[src/rtl/usb_ep_irq_status.sv]
module usb_ep_irq_status #(
  parameter int NUM_EP = 16,
  parameter logic [NUM_EP-1:0] ISO_EP = 16'h0008
) (
  input  logic                  clk,
  input  logic                  rst_n,
  input  logic [NUM_EP-1:0]     rx_ok,
  input  logic [NUM_EP-1:0]     tx_done,
  input  logic [NUM_EP-1:0]     nak_sent,
  input  logic                  frame_tick,
  input  logic [2:0]            reg_addr,
  input  logic                  reg_wr,
  input  logic [2*NUM_EP-1:0]   reg_wdata,
  output logic [2*NUM_EP-1:0]   reg_rdata,
  output logic                  irq_hi,
  output logic                  irq_lo
);
  localparam int W = 2 * NUM_EP;
  localparam logic [2:0] A_STAT  = 3'd0;
  localparam logic [2:0] A_CLR   = 3'd1;
  localparam logic [2:0] A_EN    = 3'd2;
  localparam logic [2:0] A_FAST  = 3'd3;
  localparam logic [2:0] A_NAKEN = 3'd4;
  localparam logic [2:0] A_ROUTE = 3'd5;

  logic [W-1:0]      stat_q, en_q, fast_q, set_v, clr_v, act_v;
  logic [NUM_EP-1:0] naken_q;
  logic [1:0]        route_q;

  for (genvar n = 0; n < NUM_EP; n++) begin : g_ep
    if (ISO_EP[n]) begin : g_iso
      assign set_v[2*n+1:2*n] = 2'b00;
    end else begin : g_bulk
      assign set_v[2*n]   = rx_ok[n];
      assign set_v[2*n+1] = tx_done[n] | (nak_sent[n] & naken_q[n]);
    end
  end

  assign clr_v = (reg_wr && reg_addr == A_CLR) ? reg_wdata : '0;
  assign act_v = stat_q & en_q;

  always_ff @(posedge clk or negedge rst_n) begin
    if (!rst_n) begin
      stat_q  <= '0;
      en_q    <= '0;
      fast_q  <= '0;
      naken_q <= '0;
      route_q <= '0;
      irq_hi  <= 1'b0;
      irq_lo  <= 1'b0;
    end else begin
      stat_q <= (stat_q & ~clr_v) | set_v;
      if (reg_wr) begin
        case (reg_addr)
          A_EN:    en_q    <= reg_wdata;
          A_FAST:  fast_q  <= reg_wdata;
          A_NAKEN: naken_q <= reg_wdata[NUM_EP-1:0];
          A_ROUTE: route_q <= reg_wdata[1:0];
          default: ;
        endcase
      end
      irq_hi <= (route_q[1] & |(act_v & fast_q)) | (frame_tick & route_q[0]);
      irq_lo <= (route_q[1] ? |(act_v & ~fast_q) : |act_v) | (frame_tick & ~route_q[0]);
    end
  end

  always_comb begin
    case (reg_addr)
      A_STAT:  reg_rdata = stat_q;
      A_EN:    reg_rdata = en_q;
      A_FAST:  reg_rdata = fast_q;
      A_NAKEN: reg_rdata = {{(W-NUM_EP){1'b0}}, naken_q};
      default: reg_rdata = '0;
    endcase
  end
endmodule


[config.mk]
export PLATFORM = sky130hd
export DESIGN_NAME = usb_ep_irq_status
export DESIGN_NICKNAME = d
export VERILOG_FILES = /design/src/rtl/usb_ep_irq_status.sv
export SDC_FILE = /design/constraint.sdc
export NUM_CORES = 1
export LEC_CHECK = 0
export BUFFER_PORTS_ARGS = -buffer_cell sky130_fd_sc_hd__buf_2
export CORE_ASPECT_RATIO = 0.5
export CORE_MARGIN = 2
export CORE_UTILIZATION = 40
export CTS_BUF_LIST = sky130_fd_sc_hd__clkbuf_4 sky130_fd_sc_hd__clkbuf_8
export DETAILED_ROUTE_END_ITERATION = 12
export GPL_ROUTABILITY_DRIVEN = 0
export PLACE_DENSITY = 0.58
export SYNTH_ARGS = -nofsm -noshare
export SYNTH_HDL_FRONTEND = slang
export SYNTH_SLANG_ARGS = --single-unit
[constraint.sdc]
create_clock -name clk -period 1.77 [get_ports clk]
set_input_delay 0.0885 -clock clk [delete_from_list [all_inputs] [get_ports clk]]
set_output_delay 0.0885 -clock clk [all_outputs]
set_load 0.03 [all_outputs]
### After elaboration in Yosys (flattened, before gate mapping)

Index checks and enable logic that the tools add are counted.

* bits in registers: 116
* input port bits: 87
* output and inout port bits: 34
* word-level logic and storage cells: 67

* eq/ne operators: 5
* multiplexer cells: 3
* bitwise operators: 43
* reductions and logical operators: 9

Operator list (number)
* 32-bit AND: 4
* 32-bit case mux with 4 select lines: 1
* 32-bit OR reduction: 3
* 32-bit inverter: 2
* 32-bit 2-to-1 mux: 1
* 32-bit bitwise OR: 1
* 1-bit AND: 18
* 1-bit bitwise OR: 17
* 2-bit AND reduction: 4
* 3-bit by 2-bit == test with 1-bit output, second input constant: 2
* 3-bit == test, second input constant: 2
* 3-bit by 1-bit == test with 1-bit output, second input constant: 1
* 3-bit zero test: 1
* 1-bit logical AND: 1
* 1-bit 2-to-1 mux: 1
* 1-bit inverter: 1

### Depth between registers and ports, before layout

* depth in word-level cells: 6
* depth in mapped cells: 6
* mapped depth without buffers: 5

### Worst setup path before layout

OpenSTA, ideal clock, no wires.

* path type: input port to output port
* start point: input reg_addr[1]
* end point: output reg_rdata[0]
* arrival: 1.252 ns
* required time: 1.681 ns
* path slack: 0.430 ns
* stages: 5
* buffers on the path: 2
* cell sequence: nor2_2 -> and2_1 -> clkbuf_2 -> clkbuf_1 -> a221o_1

* word-level cells in the longest chain between the ends: 2
* elaborated cells between the ends (all ways): 5
* classes of those cells: eq/ne: 3; mux: 1; reduce/logical: 1

RTL lines
* start: declaration: line 11 `input logic [2:0] reg_addr,`
* 3-bit == test, or another cell as far along: line 68 `case (reg_addr)`
* 32-bit case mux with 4 select lines *: line 68
* end: declaration: line 14 `output logic [2*NUM_EP-1:0] reg_rdata,`

Mark *: on every way between the ends. The rest lies on a longest branch, timed or not.

### Worst setup path after layout

* start point: input reg_addr[0]
* end point: register stat_q[13]

* word-level cells in the longest chain between the ends: 6

RTL lines
* 3-bit by 1-bit == test with 1-bit output: line 39 `assign clr_v = (reg_wr && reg_addr == A_CLR) ? reg_wdata : '0;`
* 1-bit logical AND: line 39
* 32-bit 2-to-1 mux: line 39
* 32-bit inverter: line 52 `stat_q <= (stat_q & ~clr_v) | set_v;`
* 32-bit AND: line 52
* 32-bit bitwise OR: line 52
* end signal: assignment: line 52
* end: declaration: line 26 `logic [W-1:0] stat_q, en_q, fast_q, set_v, clr_v, act_v;`

No other way between the ends.
A chain may end at the register's enable or synchronous reset.

==> metrics.csv <==
stage,metric,value,unit
die,initial_core_util,40.7,%
critical_path,end_kind,register,
die,core,0.0144,mm²
die,row_count,31,
detailed_routing,ant_nets,0,
synthesis,netlist_area,0.00586,mm²
clock_network,clk_latency,440,ps
critical_path,crit_path_max_incr_delay,560,ps
critical_path,cp_max_fo,20,
detailed_routing,drc,0,
detailed_routing,drt-initial-drc-count,432,
critical_path,worstReg2RegStart,stat_q[1],
sta,finalMaxSlewViolations,0,
outcome,status,"finished, final reports clean",
pwr,power_leakage,3.58,nW
critical_path,r2r_slack,140,ps
grt,grt_pass1_wl,28.4,mm
clock_network,tritoncts,done,
grt,antenna_found_initial,1,
finish,fin_nets,807,
synthesis,synth-main-ff-cell,dfrtp_1,
sta,finalClockSkew,7.88,ps
detailed_routing,firstDrtPassIters,5,
critical_path,crit_type,in2reg,
sta,worst_slew_pin_slew,618,ps
die,die_area,0.0157,mm²
grt,grt_overflow,0,
die,die_y,89.6,µm
sta,post-route-period-util,96.8,%
synthesis,synth.distinct_cells,33,
synthesis,yosysWarningCount,0,
sta,finalSetupViolCount,0,
placement,place_ws,-42.8,ps
grt,grt_usage,24.6,%
sta,setup_slack,56.7,ps
finish,diodes,0,
sta,hold_ws,153,ps
detailed_routing,vias,5164,
critical_path,rr_endpoint,irq_lo,
synthesis,synth_most_common_cell,dfrtp_1,
sta,rsz0062_at_grt,no,
min_path,min_path_type,in2async,
synthesis,syn_area_per_cell,11.9,µm²
detailed_routing,routedWlPerCell,20.0,µm
sta,slew-limit-headroom,58.7,%
clock_network,htreeDepth,4,
critical_path,cpMaxStageDelayCell,dlygate4sd3_1,
detailed_routing,viasPerCell,5.55,
critical_path,startpoint_type,primary input,
grt,grt_max_degree,43,
clock_network,cts_buffer_depth,2,
synthesis,yosys-top-cells-count,"dfrtp_1 (116), nand2_1 (65), mux2_1 (62)",
pwr,vdd_drop_max,456,µV
die,die_w,175,µm
finish,multi_input_area,0.00279,mm²
synthesis,syn_nets,578,
die,ios,121,
synthesis,synth_edf_count,0,
grt,grt_pass1_vias,4911,
clock_network,cts_buffers,17,
synthesis,synth_top_area_share,49.6,%
sta,clock.fmax,584,MHz
sta,hold_viol,0,
sta,fin_crit,1710,ps
finish,fill_cells,1247,
synthesis,synthArstFlopShare,100,%
pwr,finalPower,0.00818,W
clock_network,cts_root_buffer,clkbuf_8,
placement,io_buffers,117,
finish,seq_area,0.00290,mm²
detailed_routing,postRouteWirelength,18.7,mm
synthesis,synth_largest_area_cell,dfrtp_1,
finish,drive_above_1_share,29.6,%
flow_run,maxCapViolations,0,
synthesis,ys_ff_latch,116,
synthesis,yosysSeqAreaShare,49.6,%
finish,area_growth,39.0,%
pwr,p_per_area,1000,mW/mm²
synthesis,synth_area_leaders,"dfrtp_1 (50%), mux2_1 (12%), mux2_4 (7.7%), a221o_1 (5.5%), nand2_1 (4.2%)",
critical_path,crit_chain,buf_2 > buf_4 > nand2_1 > nor3_4 > buf_4 > nand2_1 > a221o_1 > dlygate4sd3_1,
clock_network,clock-sinks,116,
critical_path,required,2080,ps
critical_path,cp.arrival,2020,ps
clock_network,clk_pin_slew_worst_paths,70,ps
critical_path,ff2ff_path_depth,5,
synthesis,synth_cells,491,
placement,dpl.hpwl,13.3,mm
stage by stage:
stage               instances  area [µm²]  setup TNS (ps)  util (%)
floorplan                 491        5860               0         -
global placement          802        6740           -10.7      46.9
detailed placement        802        6740            -207      46.9
CTS                       928        8120               0      56.4
global route              931        8150               0      56.6
finish                    931        8150               0      56.6
final cells by class:
| class | instances | share of cell area, % |
|---|---|---|
| flip-flops and latches | 116 | 35.7 |
| multi-input cells | 349 | 34.3 |
| repair buffers | 235 | 21.8 |
| clock buffers | 20 | 3.30 |
| well taps | 198 | 3.04 |
| clock inverters | 12 | 1.90 |
| inverters | 1 | 0.0461 |
worst max-delay path, delay by kind of cell:
kind                   cells  cell delay (ps)
AND/OR/NAND/NOR            3              430
buffers and inverters      4             1210
AO/OA/AOI/OAI              1              290
how the worst max path moves through the flow:
stage,start,depth (start not counted),endpoint
final,reg_addr[0],8,stat_q[13]
after global routing,fast_q[25],4,reg_rdata[25]
after CTS,en_q[23],4,reg_rdata[23]
after detailed placement,reg_addr[0],6,reg_rdata[5]
after global placement,reg_addr[1],6,reg_rdata[2]
after floorplan,reg_addr[1],5,reg_rdata[0]
routing by layer:
metal / up-vias / part of all wire [%] / track usage, %
met4: 0 / 0.93 / 5.68
met3: 16 / 8.7 / 6.31
met5: - / 0 / 0
met2: 199 / 43 / 36.9
met1: 2606 / 47 / 35.9
li1: 2343 / - / -
cells in the final DEF, fill, tap and decap left out, types with 2 or more instances in the layout:
cell type	netlist	layout
clkinvlp_4	0	2
mux2_4	30	30
dfrtp_1	116	115
a21o_1	15	15
dlygate4sd3_1	0	94
a21boi_1	2	2
a22o_1	17	17
clkbuf_8	0	19
buf_12	0	5
nor3_4	1	2
o22ai_1	12	12
nor2_1	17	17
buf_2	6	116
clkinv_2	0	3
nand4_1	17	17
mux2_1	62	62
a22oi_1	16	15
mux2_2	6	6
a221o_1	32	32
nand3_1	32	32
nand2_1	65	65
o2111ai_1	2	2
nor4_1	6	6
buf_4	6	20
bufinv_16	0	3
clkinv_4	0	4
nor3_1	2	2
nand3b_1	6	6
registers in the layout, indices dropped and copies added (netlist names):
signal and count:
en_q 32, fast_q 32, irq_hi 1, irq_lo 1
naken_q 16, route_q 2, stat_q 32
where the power goes:
part	internal, W	total [W]	switching, W
combinational	0.000971	0.00195	0.000983
clock	0.00148	0.00263	0.00115
sequential	0.00309	0.00359	0.000504
total	0.00554	0.00818	0.00263
cells by family after synthesis:
group                  synth area share, %
and+or+nand+nor                       12.8
DFF                                   49.6
buffers and inverters                 2.97
muxes                                 20.8
AOI/OAI and AO/OA                     13.9
repair_timing:
item | in CTS | in global routing
buffers inserted | 0 | 3
hold endpoints to repair | 149 | 0
setup endpoints to repair | 16 | 3
hold buffers | 94 | 0
gates resized for setup | 2 | 2
Power figures use the tool's default switching activity.
